### src/rtl/uart_regs_pkg.sv
package uart_regs_pkg;
  localparam logic [4:0] OFF_DATA = 5'h00;
  localparam logic [4:0] OFF_STAT = 5'h04;
  localparam logic [4:0] OFF_CTRL = 5'h08;
  localparam logic [4:0] OFF_DIV  = 5'h0C;

  // control bit positions
  localparam int CB_RX_ON  = 0;
  localparam int CB_TX_ON  = 1;
  localparam int CB_RX_IE  = 2;
  localparam int CB_TX_IE  = 3;

  // status bit positions
  localparam int SB_DRDY   = 0;
  localparam int SB_TSEMP  = 1;
  localparam int SB_TFEMP  = 2;
  localparam int SB_OVR    = 4;
  localparam int SB_RHALF  = 8;
  localparam int SB_RFULL  = 10;

  localparam logic [31:0] CTRL_WMASK = 32'h8000_1FFF;
  localparam int DIV_W = 12;

  typedef struct packed {
    logic rx_on;
    logic tx_on;
    logic rx_ie;
    logic tx_ie;
  } ctl_view_t;

  function automatic ctl_view_t ctl_view(input logic [31:0] c);
    ctl_view_t v;
    v.rx_on = c[CB_RX_ON];
    v.tx_on = c[CB_TX_ON];
    v.rx_ie = c[CB_RX_IE];
    v.tx_ie = c[CB_TX_IE];
    return v;
  endfunction

  function automatic logic [31:0] status_word(input int unsigned occ,
                                              input int unsigned depth,
                                              input logic ovr);
    logic [31:0] s;
    s = '0;
    s[SB_DRDY]  = (occ != 0);
    s[SB_TSEMP] = 1'b1;
    s[SB_TFEMP] = 1'b1;
    s[SB_OVR]   = ovr;
    s[SB_RHALF] = (occ >= depth / 2);
    s[SB_RFULL] = (occ == depth);
    return s;
  endfunction
endpackage

### src/rtl/uart_rx_fifo.sv
module uart_rx_fifo #(
  parameter int DEPTH = 16,
  parameter int DW    = 8
) (
  input  logic                       clk,
  input  logic                       rst_n,
  input  logic                       push,
  input  logic [DW-1:0]              wdata,
  input  logic                       pop,
  output logic [DW-1:0]              head,
  output logic [$clog2(DEPTH+1)-1:0] count,
  output logic                       full,
  output logic                       empty
);
  localparam int AW = (DEPTH > 1) ? $clog2(DEPTH) : 1;
  localparam int CW = $clog2(DEPTH + 1);
  localparam logic [AW-1:0] LAST = AW'(DEPTH - 1);

  logic [DW-1:0] mem [DEPTH];
  logic [AW-1:0] wp, rp;
  logic do_push, do_pop;

  function automatic logic [AW-1:0] nxt(input logic [AW-1:0] p);
    return (p == LAST) ? '0 : p + 1'b1;
  endfunction

  assign full    = (count == CW'(DEPTH));
  assign empty   = (count == '0);
  assign do_push = push && !full;
  assign do_pop  = pop && !empty;
  assign head    = empty ? '0 : mem[rp];

  always_ff @(posedge clk) begin
    if (do_push) mem[wp] <= wdata;
  end

  always_ff @(posedge clk) begin
    if (!rst_n) begin
      wp    <= '0;
      rp    <= '0;
      count <= '0;
    end else begin
      if (do_push) wp <= nxt(wp);
      if (do_pop)  rp <= nxt(rp);
      case ({do_push, do_pop})
        2'b10:   count <= count + 1'b1;
        2'b01:   count <= count - 1'b1;
        default: count <= count;
      endcase
    end
  end
endmodule

### src/rtl/uart_tx_stage.sv
module uart_tx_stage #(
  parameter int DW = 8
) (
  input  logic          clk,
  input  logic          rst_n,
  input  logic          fire,
  input  logic [DW-1:0] byte_in,
  output logic          tx_valid,
  output logic [DW-1:0] tx_data
);
  always_ff @(posedge clk) begin
    if (!rst_n) begin
      tx_valid <= 1'b0;
      tx_data  <= '0;
    end else begin
      tx_valid <= fire;
      if (fire) tx_data <= byte_in;
    end
  end
endmodule

### src/rtl/uart_evt_pulse.sv
module uart_evt_pulse (
  input  logic clk,
  input  logic rst_n,
  input  logic rx_evt,
  input  logic rx_ie,
  input  logic tx_evt,
  input  logic tx_ie,
  output logic irq
);
  logic hit;
  assign hit = (rx_evt && rx_ie) || (tx_evt && tx_ie);

  always_ff @(posedge clk) begin
    if (!rst_n) irq <= 1'b0;
    else        irq <= hit;
  end
endmodule

### src/rtl/uart_apb_regs.sv
module uart_apb_regs
  import uart_regs_pkg::*;
#(
  parameter int DEPTH = 16
) (
  input  logic        clk,
  input  logic        rst_n,
  input  logic        psel,
  input  logic        penable,
  input  logic        pwrite,
  input  logic [4:0]  paddr,
  input  logic [31:0] pwdata,
  output logic [31:0] prdata,
  input  logic        rx_valid,
  input  logic [7:0]  rx_data,
  output logic        rx_ready,
  output logic        tx_valid,
  output logic [7:0]  tx_data,
  output logic        irq
);
  localparam int CW = $clog2(DEPTH + 1);

  logic [31:0]      ctrl_q;
  logic [DIV_W-1:0] div_q;
  logic             ovr_q;
  ctl_view_t        cv;

  logic acc_wr, acc_rd;
  logic hit_data, hit_stat, hit_ctrl, hit_div;

  // named internal events
  logic rx_push, rx_pop, rx_drop, tx_fire;

  logic [7:0]    fifo_head;
  logic [CW-1:0] fifo_count;
  logic          fifo_full, fifo_empty;
  logic [31:0]   stat_w;

  assign cv       = ctl_view(ctrl_q);
  assign acc_wr   = psel && penable && pwrite;
  assign acc_rd   = psel && penable && !pwrite;
  assign hit_data = (paddr == OFF_DATA);
  assign hit_stat = (paddr == OFF_STAT);
  assign hit_ctrl = (paddr == OFF_CTRL);
  assign hit_div  = (paddr == OFF_DIV);

  assign rx_ready = !fifo_full;
  assign rx_push  = rx_valid && rx_ready && cv.rx_on;
  assign rx_drop  = rx_valid && fifo_full && cv.rx_on;
  assign rx_pop   = acc_rd && hit_data && !fifo_empty;
  assign tx_fire  = acc_wr && hit_data && cv.tx_on;

  assign stat_w = status_word(32'(fifo_count), DEPTH, ovr_q);

  always_ff @(posedge clk) begin
    if (!rst_n) begin
      ctrl_q <= '0;
      div_q  <= '0;
      ovr_q  <= 1'b0;
    end else begin
      if (acc_wr && hit_ctrl) ctrl_q <= pwdata & CTRL_WMASK;
      if (acc_wr && hit_div)  div_q  <= pwdata[DIV_W-1:0];
      if (rx_drop)            ovr_q  <= 1'b1;
    end
  end

  always_comb begin
    prdata = '0;
    unique case (1'b1)
      hit_data: prdata = {24'h0, fifo_head};
      hit_stat: prdata = stat_w;
      hit_ctrl: prdata = ctrl_q;
      hit_div:  prdata = {{(32-DIV_W){1'b0}}, div_q};
      default:  prdata = '0;
    endcase
  end

  uart_rx_fifo #(.DEPTH(DEPTH), .DW(8)) u_fifo (
    .clk   (clk),
    .rst_n (rst_n),
    .push  (rx_push),
    .wdata (rx_data),
    .pop   (rx_pop),
    .head  (fifo_head),
    .count (fifo_count),
    .full  (fifo_full),
    .empty (fifo_empty)
  );

  uart_tx_stage #(.DW(8)) u_tx (
    .clk      (clk),
    .rst_n    (rst_n),
    .fire     (tx_fire),
    .byte_in  (pwdata[7:0]),
    .tx_valid (tx_valid),
    .tx_data  (tx_data)
  );

  uart_evt_pulse u_irq (
    .clk    (clk),
    .rst_n  (rst_n),
    .rx_evt (rx_push),
    .rx_ie  (cv.rx_ie),
    .tx_evt (tx_fire),
    .tx_ie  (cv.tx_ie),
    .irq    (irq)
  );
endmodule

### config.mk
export PLATFORM = sky130hd
export DESIGN_NAME = uart_apb_regs
export DESIGN_NICKNAME = d
export VERILOG_FILES = /design/src/rtl/uart_regs_pkg.sv /design/src/rtl/uart_rx_fifo.sv /design/src/rtl/uart_tx_stage.sv /design/src/rtl/uart_evt_pulse.sv /design/src/rtl/uart_apb_regs.sv
export SDC_FILE = /design/constraint.sdc
export NUM_CORES = 1
export LEC_CHECK = 0
export BUFFER_PORTS_ARGS = -buffer_cell sky130_fd_sc_hd__buf_2
export CORE_UTILIZATION = 30
export CTS_BUF_LIST = sky130_fd_sc_hd__clkbuf_16
export DETAILED_ROUTE_END_ITERATION = 12
export PLACE_DENSITY = 0.56
export SLEW_MARGIN = 25
export SYNTH_ARGS = -nofsm -noshare
export SYNTH_HDL_FRONTEND = slang
export SYNTH_SLANG_ARGS = --single-unit
### constraint.sdc
create_clock -name clk -period 3.8 [get_ports clk]
set_input_delay 0.19 -clock clk [delete_from_list [all_inputs] [get_ports clk]]
set_output_delay 0.19 -clock clk [all_outputs]
set_load 0.05 [all_outputs]
== Word-level counts from Yosys, hierarchy flattened ==
Memories as Yosys holds them, arrays and structs flattened. A register that Yosys moved wholly into a read port is not among the register bits.
Index checks and enable logic that the tools add are counted.
Operators by class
  mux-type cells: 9
  reduce and logical (&&, ||, !) cells: 25
  divide/modulo/power cells: 0
  order comparisons: 1
  $mul: 0
  add/sub/neg operators: 4
  bitwise logic cells: 0
  equality and inequality tests: 8
  shift operators: 0
Operators with widths (number)
  case mux 32 bit (4 select lines): 1
  logical AND 1 bit: 17
  2-to-1 mux 4 bit: 4
  == test 5 x 4 -> 1 bit, second input constant: 2
  logical NOT 5 bit: 2
  case mux 5 bit (2 select lines): 1
  adder 4 x 1 -> 4 bit, second input constant: 2
  == test 4 bit, second input constant: 2
  2-to-1 mux 8 bit: 1
  adder 5 x 1 -> 5 bit, second input constant: 1
  == test 5 x 3 -> 1 bit, second input constant: 1
  == test 5 bit, second input constant: 1
  >= comparator 5 x 4 -> 1 bit, second input constant: 1
  nonzero test 5 bit: 1
  subtractor 5 x 1 -> 5 bit, second input constant: 1
  logical NOT 1 bit: 3
  == test 2 x 1 -> 1 bit, second input constant: 1
  == test 2 bit, second input constant: 1
  2-to-1 mux 1 bit: 2
  nonzero test 2 bit: 1
  logical OR 1 bit: 1
Storage, ports and cells
  output and inout port bits: 43
  input bits: 51
  bits in latches: 0
  logic and storage cells: 57
  memories kept: 1
  bits in read-only memories: 0
  bits in writable memories: 128
  register bits after elaboration: 50
Memories
  u_fifo.mem: depth 16, bits a word 8, rd ports 1, clocked after memory_dff 1, write ports 1, line uart_rx_fifo.sv:19  | logic [DW-1:0] mem [DEPTH];

== Longest topological paths before layout ==
  word-level depth: 7
  mapped depth: 12
  gate-level depth less buffers: 10

== Hierarchy ==
Synthesis repeated with hierarchy kept, for this count alone.
Second synthesis, totals
  cell total of the unflattened synthesis: 550
  area total of the unflattened synthesis: 7903.8 um^2
Modules (own cells, without submodules)
  uart_rx_fifo: cells each 335, area an instance 5959.5 um^2, times used 1, seq. area each 4184.0 um^2
  uart_apb_regs: cells each 185, area an instance 1581.5 um^2, times used 1, seq. area each 540.5 um^2
  uart_tx_stage: cells each 27, area an instance 329.1 um^2, times used 1, seq. area each 180.2 um^2
  uart_evt_pulse: cells each 3, area an instance 33.8 um^2, times used 1, seq. area each 20.0 um^2

== Worst setup path after synthesis ==
OpenSTA, ideal clock, no wires.
  path type: flip-flop to flip-flop
  from: reg u_fifo.count[1]
  to: reg u_fifo.count[2]
  required time: 3.730 ns
  buffers on the path: 2
  period minus slack after synthesis: 2.974 ns
  data arrival time: 2.903 ns
  setup time: 0.070 ns
  slack: 0.826 ns
  stages on the path, launching flop included: 13
  cells stage by stage: dfxtp_1 > clkbuf_1 > nor4_1 > a21oi_2 > clkinv_1 > ha_1 > clkbuf_1 > xor2_1 > ha_1 > a21oi_1 > xor2_1 > or3_1 > a21oi_1
On the way
  word-level cells in the longest chain between the ends: 7
  elaborated cells between the ends (all ways): 15
  those cells by class: add/sub (2); eq/ne (3); mux (1); reduce/logical (9)
RTL lines
  from (decl): line uart_rx_fifo.sv:11  | output logic [$clog2(DEPTH+1)-1:0] count,
  from (signal assigned): line uart_rx_fifo.sv:46  | 2'b10: count <= count + 1'b1;
  from (signal assigned): line uart_rx_fifo.sv:47  | 2'b01: count <= count - 1'b1;
  from (signal assigned): line uart_rx_fifo.sv:48  | default: count <= count;
  == test 5 bit: line uart_rx_fifo.sv:27  | assign full = (count == CW'(DEPTH));
  logical NOT 1 bit: line uart_rx_fifo.sv:29, uart_apb_regs.sv:47
  logical AND 1 bit (2 in a row): line uart_apb_regs.sv:48  | assign rx_push = rx_valid && rx_ready && cv.rx_on;
  logical AND 1 bit: line uart_rx_fifo.sv:29  | assign do_push = push && !full;
  == test 2 x 1 -> 1 bit or == test 2 bit (tied branches): line uart_rx_fifo.sv:45  | case ({do_push, do_pop})
  case mux 5 bit (2 select lines) or nonzero test 2 bit (tied branches)
Parallel ways exist; a longest one is shown, timed or not.
A chain may end at the register's enable or synchronous reset.

== Final worst setup path ==
  from: reg u_fifo.count[2]
  to: reg u_fifo.count[4]
Same word-level chain as after synthesis.

==> metrics.txt <==
# TYPE chip_impl_metric gauge
chip_impl_metric{name="finish.utilization",unit="%"} 36.1
chip_impl_metric{name="stdcell_area",unit="sq mm"} 0.00888
chip_impl_metric{name="synth_seq_cells",unit=""} 182
chip_impl_metric{name="post_dp_cell_area",unit="sq mm"} 0.00823
chip_impl_metric{name="drc",unit=""} 0
chip_impl_metric{name="clkPwrFrac",unit="%"} 44.5
chip_impl_metric{name="wire_per_inst",unit="um"} 18.7
chip_impl_metric{name="lkg_pwr",unit="nW"} 3.05
chip_impl_metric{name="max_slew.worst_pin.slew",unit="ns"} 1.02
chip_impl_metric{name="worstPathRequired",unit="ns"} 4.12
chip_impl_metric{name="fin_tns_setup",unit="ns"} 0
chip_impl_metric{name="maxCapViolCount",unit=""} 0
chip_impl_metric{name="global_route_wire_length_before_repair",unit="um"} 26200
chip_impl_metric{name="ctsHoldBuffers",unit=""} 4
chip_impl_metric{name="post-place-ws",unit="ns"} 0.719
chip_impl_metric{name="setup_viol",unit=""} 0
chip_impl_metric{name="cellPowerDensity",unit="mW/mm^2"} 451
chip_impl_metric{name="p_seq_share",unit="%"} 52.9
chip_impl_metric{name="row_count",unit=""} 57
chip_impl_metric{name="die_h",unit="um"} 161
chip_impl_info{name="outcome",value="completed"} 1
chip_impl_metric{name="postCtsSetupBuffers",unit=""} 0
chip_impl_metric{name="multi_input_comb_area",unit="sq mm"} 0.00248
chip_impl_metric{name="worst_slew_margin_rel",unit="%"} 31.8
chip_impl_metric{name="report.final.slew_viol_count",unit=""} 0
chip_impl_info{name="cp-start-kind",value="flip-flop"} 1
chip_impl_metric{name="ff2ff_setup_slack",unit="ns"} 0.63
chip_impl_metric{name="clock_tree.buffer_depth",unit=""} 2
chip_impl_info{name="crit_type",value="reg2reg"} 1
chip_impl_metric{name="syn_inst",unit=""} 510
chip_impl_metric{name="synth_async_sr_flop_share",unit="%"} 0
chip_impl_metric{name="num_io_pins",unit=""} 94
chip_impl_metric{name="htree_num_levels",unit=""} 4
chip_impl_info{name="ys.flop_type",value="edfxtp_1"} 1
chip_impl_info{name="cts-root-buf",value="clkbuf_16"} 1
chip_impl_info{name="endpoint_kind",value="flip-flop"} 1
chip_impl_metric{name="max-vdd-ir-drop",unit="V"} 0.000291
chip_impl_metric{name="start_util",unit="%"} 31.0
chip_impl_metric{name="timing.clock.skew",unit="ns"} 0.00993
chip_impl_metric{name="cp.arrival",unit="ns"} 3.48
chip_impl_metric{name="synth_enable_flop_cells",unit=""} 128
chip_impl_metric{name="cts.sink_count",unit=""} 182
chip_impl_metric{name="worst_setup_hold_path_clk_slew",unit="ns"} 0.07
chip_impl_metric{name="switching_power",unit="W"} 0.000921
chip_impl_metric{name="post_syn_area_per_cell",unit="sq um"} 15.0
chip_impl_metric{name="io_buffer_count",unit=""} 57
chip_impl_metric{name="synth-seq-area-share",unit="%"} 64.6
chip_impl_metric{name="finalWeightedCongestion",unit=""} 0.741
chip_impl_metric{name="cts_buffers",unit=""} 17
chip_impl_metric{name="area.sequential",unit="sq mm"} 0.00492
chip_impl_metric{name="timing.final.hold_violations",unit=""} 0
chip_impl_metric{name="pin_count_of_the_biggest_net_entering_global_routing",unit=""} 41
chip_impl_metric{name="detailed_place_hpwl",unit="um"} 11400
chip_impl_metric{name="intPower",unit="W"} 0.00308
chip_impl_metric{name="area.growth.synth_to_final",unit="%"} 16.5
chip_impl_metric{name="groute.usage.overall",unit="%"} 13.7
chip_impl_metric{name="drt_pass_1_iters",unit=""} 5
chip_impl_metric{name="synth_largest_type_area_fraction",unit="%"} 50.4
chip_impl_metric{name="die_width",unit="um"} 161
chip_impl_metric{name="post_synth_num_cell_types",unit=""} 56
chip_impl_info{name="timing.hold.worst.class",value="in2reg"} 1
chip_impl_metric{name="globalRouteOverflowTotal",unit=""} 0
chip_impl_metric{name="first_iter_violations",unit=""} 372
chip_impl_info{name="yosys-top-cells-area",value="edfxtp_1 (50%), dfxtp_1 (14%), mux4_2 (9.5%)"} 1
chip_impl_metric{name="fmax",unit="MHz"} 316
chip_impl_metric{name="dieArea",unit="sq mm"} 0.0261
chip_impl_metric{name="fraction_of_final_layout_cells_with_drive_strength_greater_than_1",unit="%"} 25.4
chip_impl_metric{name="finalWorstSetupSlack",unit="ns"} 0.631
chip_impl_metric{name="post_drt_via_cell_ratio",unit=""} 4.91
chip_impl_metric{name="grt_antenna_before_repair",unit=""} 1
chip_impl_metric{name="synth.yosys.warnings",unit=""} 0
chip_impl_info{name="cts_tree",value="yes"} 1
chip_impl_info{name="yosys.area.top_type",value="edfxtp_1"} 1
chip_impl_metric{name="stdcell_count",unit=""} 910
chip_impl_metric{name="core_area",unit="sq mm"} 0.0246
chip_impl_metric{name="antenna_violating_nets_post_route",unit=""} 0
chip_impl_info{name="grt_setup_unrepaired",value="false"} 1
chip_impl_metric{name="postCtsResizedCells",unit=""} 0
chip_impl_metric{name="clk_latency_worst_skew_pair",unit="ns"} 0.43
chip_impl_metric{name="final.min_clock_period",unit="ns"} 3.17
chip_impl_metric{name="crit_fanout",unit=""} 10
chip_impl_metric{name="antenna-diode-count",unit=""} 0
chip_impl_metric{name="switching_share",unit="%"} 23.0
chip_impl_metric{name="dr_total_vias",unit=""} 4466
chip_impl_metric{name="grt_pass1_vias",unit=""} 4539
chip_impl_metric{name="finish.net_count",unit=""} 633
chip_impl_metric{name="filler_cell_count",unit=""} 2280
chip_impl_metric{name="combPwrFrac",unit="%"} 2.6
chip_impl_metric{name="final.period_utilization",unit="%"} 83.4
chip_impl_metric{name="post_synth_design_cell_area",unit="sq mm"} 0.00763
chip_impl_metric{name="placedCellCount",unit=""} 874
chip_impl_metric{name="wl",unit="um"} 17000
[critical path, cell delays in order (launching register included)]
cell      delay [ns]
dfxtp_1         0.49
nor4_1          0.10
buf_4           0.17
a21oi_2         0.35
clkinv_1        0.40
ha_1            0.44
xor2_1          0.19
ha_1            0.23
a211o_1         0.28
a21oi_1         0.21
a211o_1         0.13
nand3_1         0.05
[final timing paths]
| kind | from | end | cells past startpoint |
|---|---|---|---|
| max | u_fifo.count[2] | u_fifo.count[4] | 11 |
| min | pwdata[12] | ctrl_q[12] | 3 |
| min reg2reg | u_tx.tx_data[2] | u_tx.tx_data[2] | 2 |
| max reg2reg | u_fifo.count[2] | u_fifo.count[4] | 11 |
[per-stage QoR]
stage	total power (W)	hold slack, ns
floorplan	0.00223	0.289
global placement	0.00226	0.433
detailed placement	0.00226	0.450
CTS	0.00403	0.00116
global route	0.00412	0.0205
finish	0.00400	0.0197
[power by group through the flow]
stage | Clock [W] | Combinational [W] | Sequential, W
global route | 0.00189 | 0.000114 | 0.00212
global placement | 0 | 0.0000980 | 0.00216
floorplan | 0 | 0.0000704 | 0.00216
detailed placement | 0 | 0.000102 | 0.00216
finish | 0.00178 | 0.000105 | 0.00212
CTS | 0.00181 | 0.000106 | 0.00212
[registers in the layout (all words and copies together) (netlist names), named ones only]
register / cells
u_irq.irq: 1
u_fifo.rp: 4
u_fifo.wp: 4
div_q: 12
u_fifo.count: 5
ovr_q: 1
u_fifo.mem: 128
u_tx.tx_valid: 1
ctrl_q: 14
u_tx.tx_data: 8
[cells in the final DEF (no fill, tap or decap), types with 9 or more instances in the layout]
master,instances
conb_1,18
clkbuf_16,17
inv_1,9
dfxtp_1,54
buf_2,57
nand3_1,10
buf_4,13
mux2i_1,52
ha_1,9
nand2_1,17
mux4_2,32
a21oi_1,10
nor2_1,48
edfxtp_1,128
o21ai_0,10
[synth_stat cells, types with 2 or more instances]
cell      instances
edfxtp_1        128
o21a_1            3
buf_2            10
dfxtp_1          54
a22o_1            2
mux2_2            8
a22oi_1           6
nor3_1            5
buf_1             2
a211o_1           2
nor3b_1           2
ha_1              9
o211ai_1          2
mux2i_1          52
and4_1            3
buf_4            19
clkbuf_1         16
xor2_1            3
and3_1            5
nand3b_1          2
nor4_1            3
o21ai_0          10
nor2_1           49
mux4_2           32
or3_1             4
and2_1            6
inv_1             8
nand2_1          17
a221oi_1          2
nand3_1          10
a21oi_1          10
nand2b_1          2
[cells by family after synthesis]
logic type | after synthesis | synth area share (%)
adders and majority gates | 9 | 1.48
buffers and inverters | 56 | 3.86
xor gates and xnor gates | 4 | 0.459
other | 1 | 0.0492
DFF | 182 | 64.6
muxes | 92 | 17.5
and+or+nand+nor | 117 | 7.65
AOI/OAI and AO/OA | 49 | 4.48
[layer usage]
layer / vias up / global-route usage, % / wire length, um
li1: 2044 / - / -
met1: 2249 / 17.0 / 7110
met2: 143 / 23.3 / 8750
met3: 28 / 2.75 / 839
met4: 2 / 5.45 / 327
met5: - / 0 / 8
[final cells by class]
type                    instances  share of cell area [%]
clock buffers                  17                    4.79
clock inverters                15                    2.11
inverters                       9                   0.380
multi-input cells             289                    28.0
flip-flops and latches        182                    55.4
well taps                     324                    4.56
repair buffers                 74                    4.76
(Power assumes the default switching activity.)
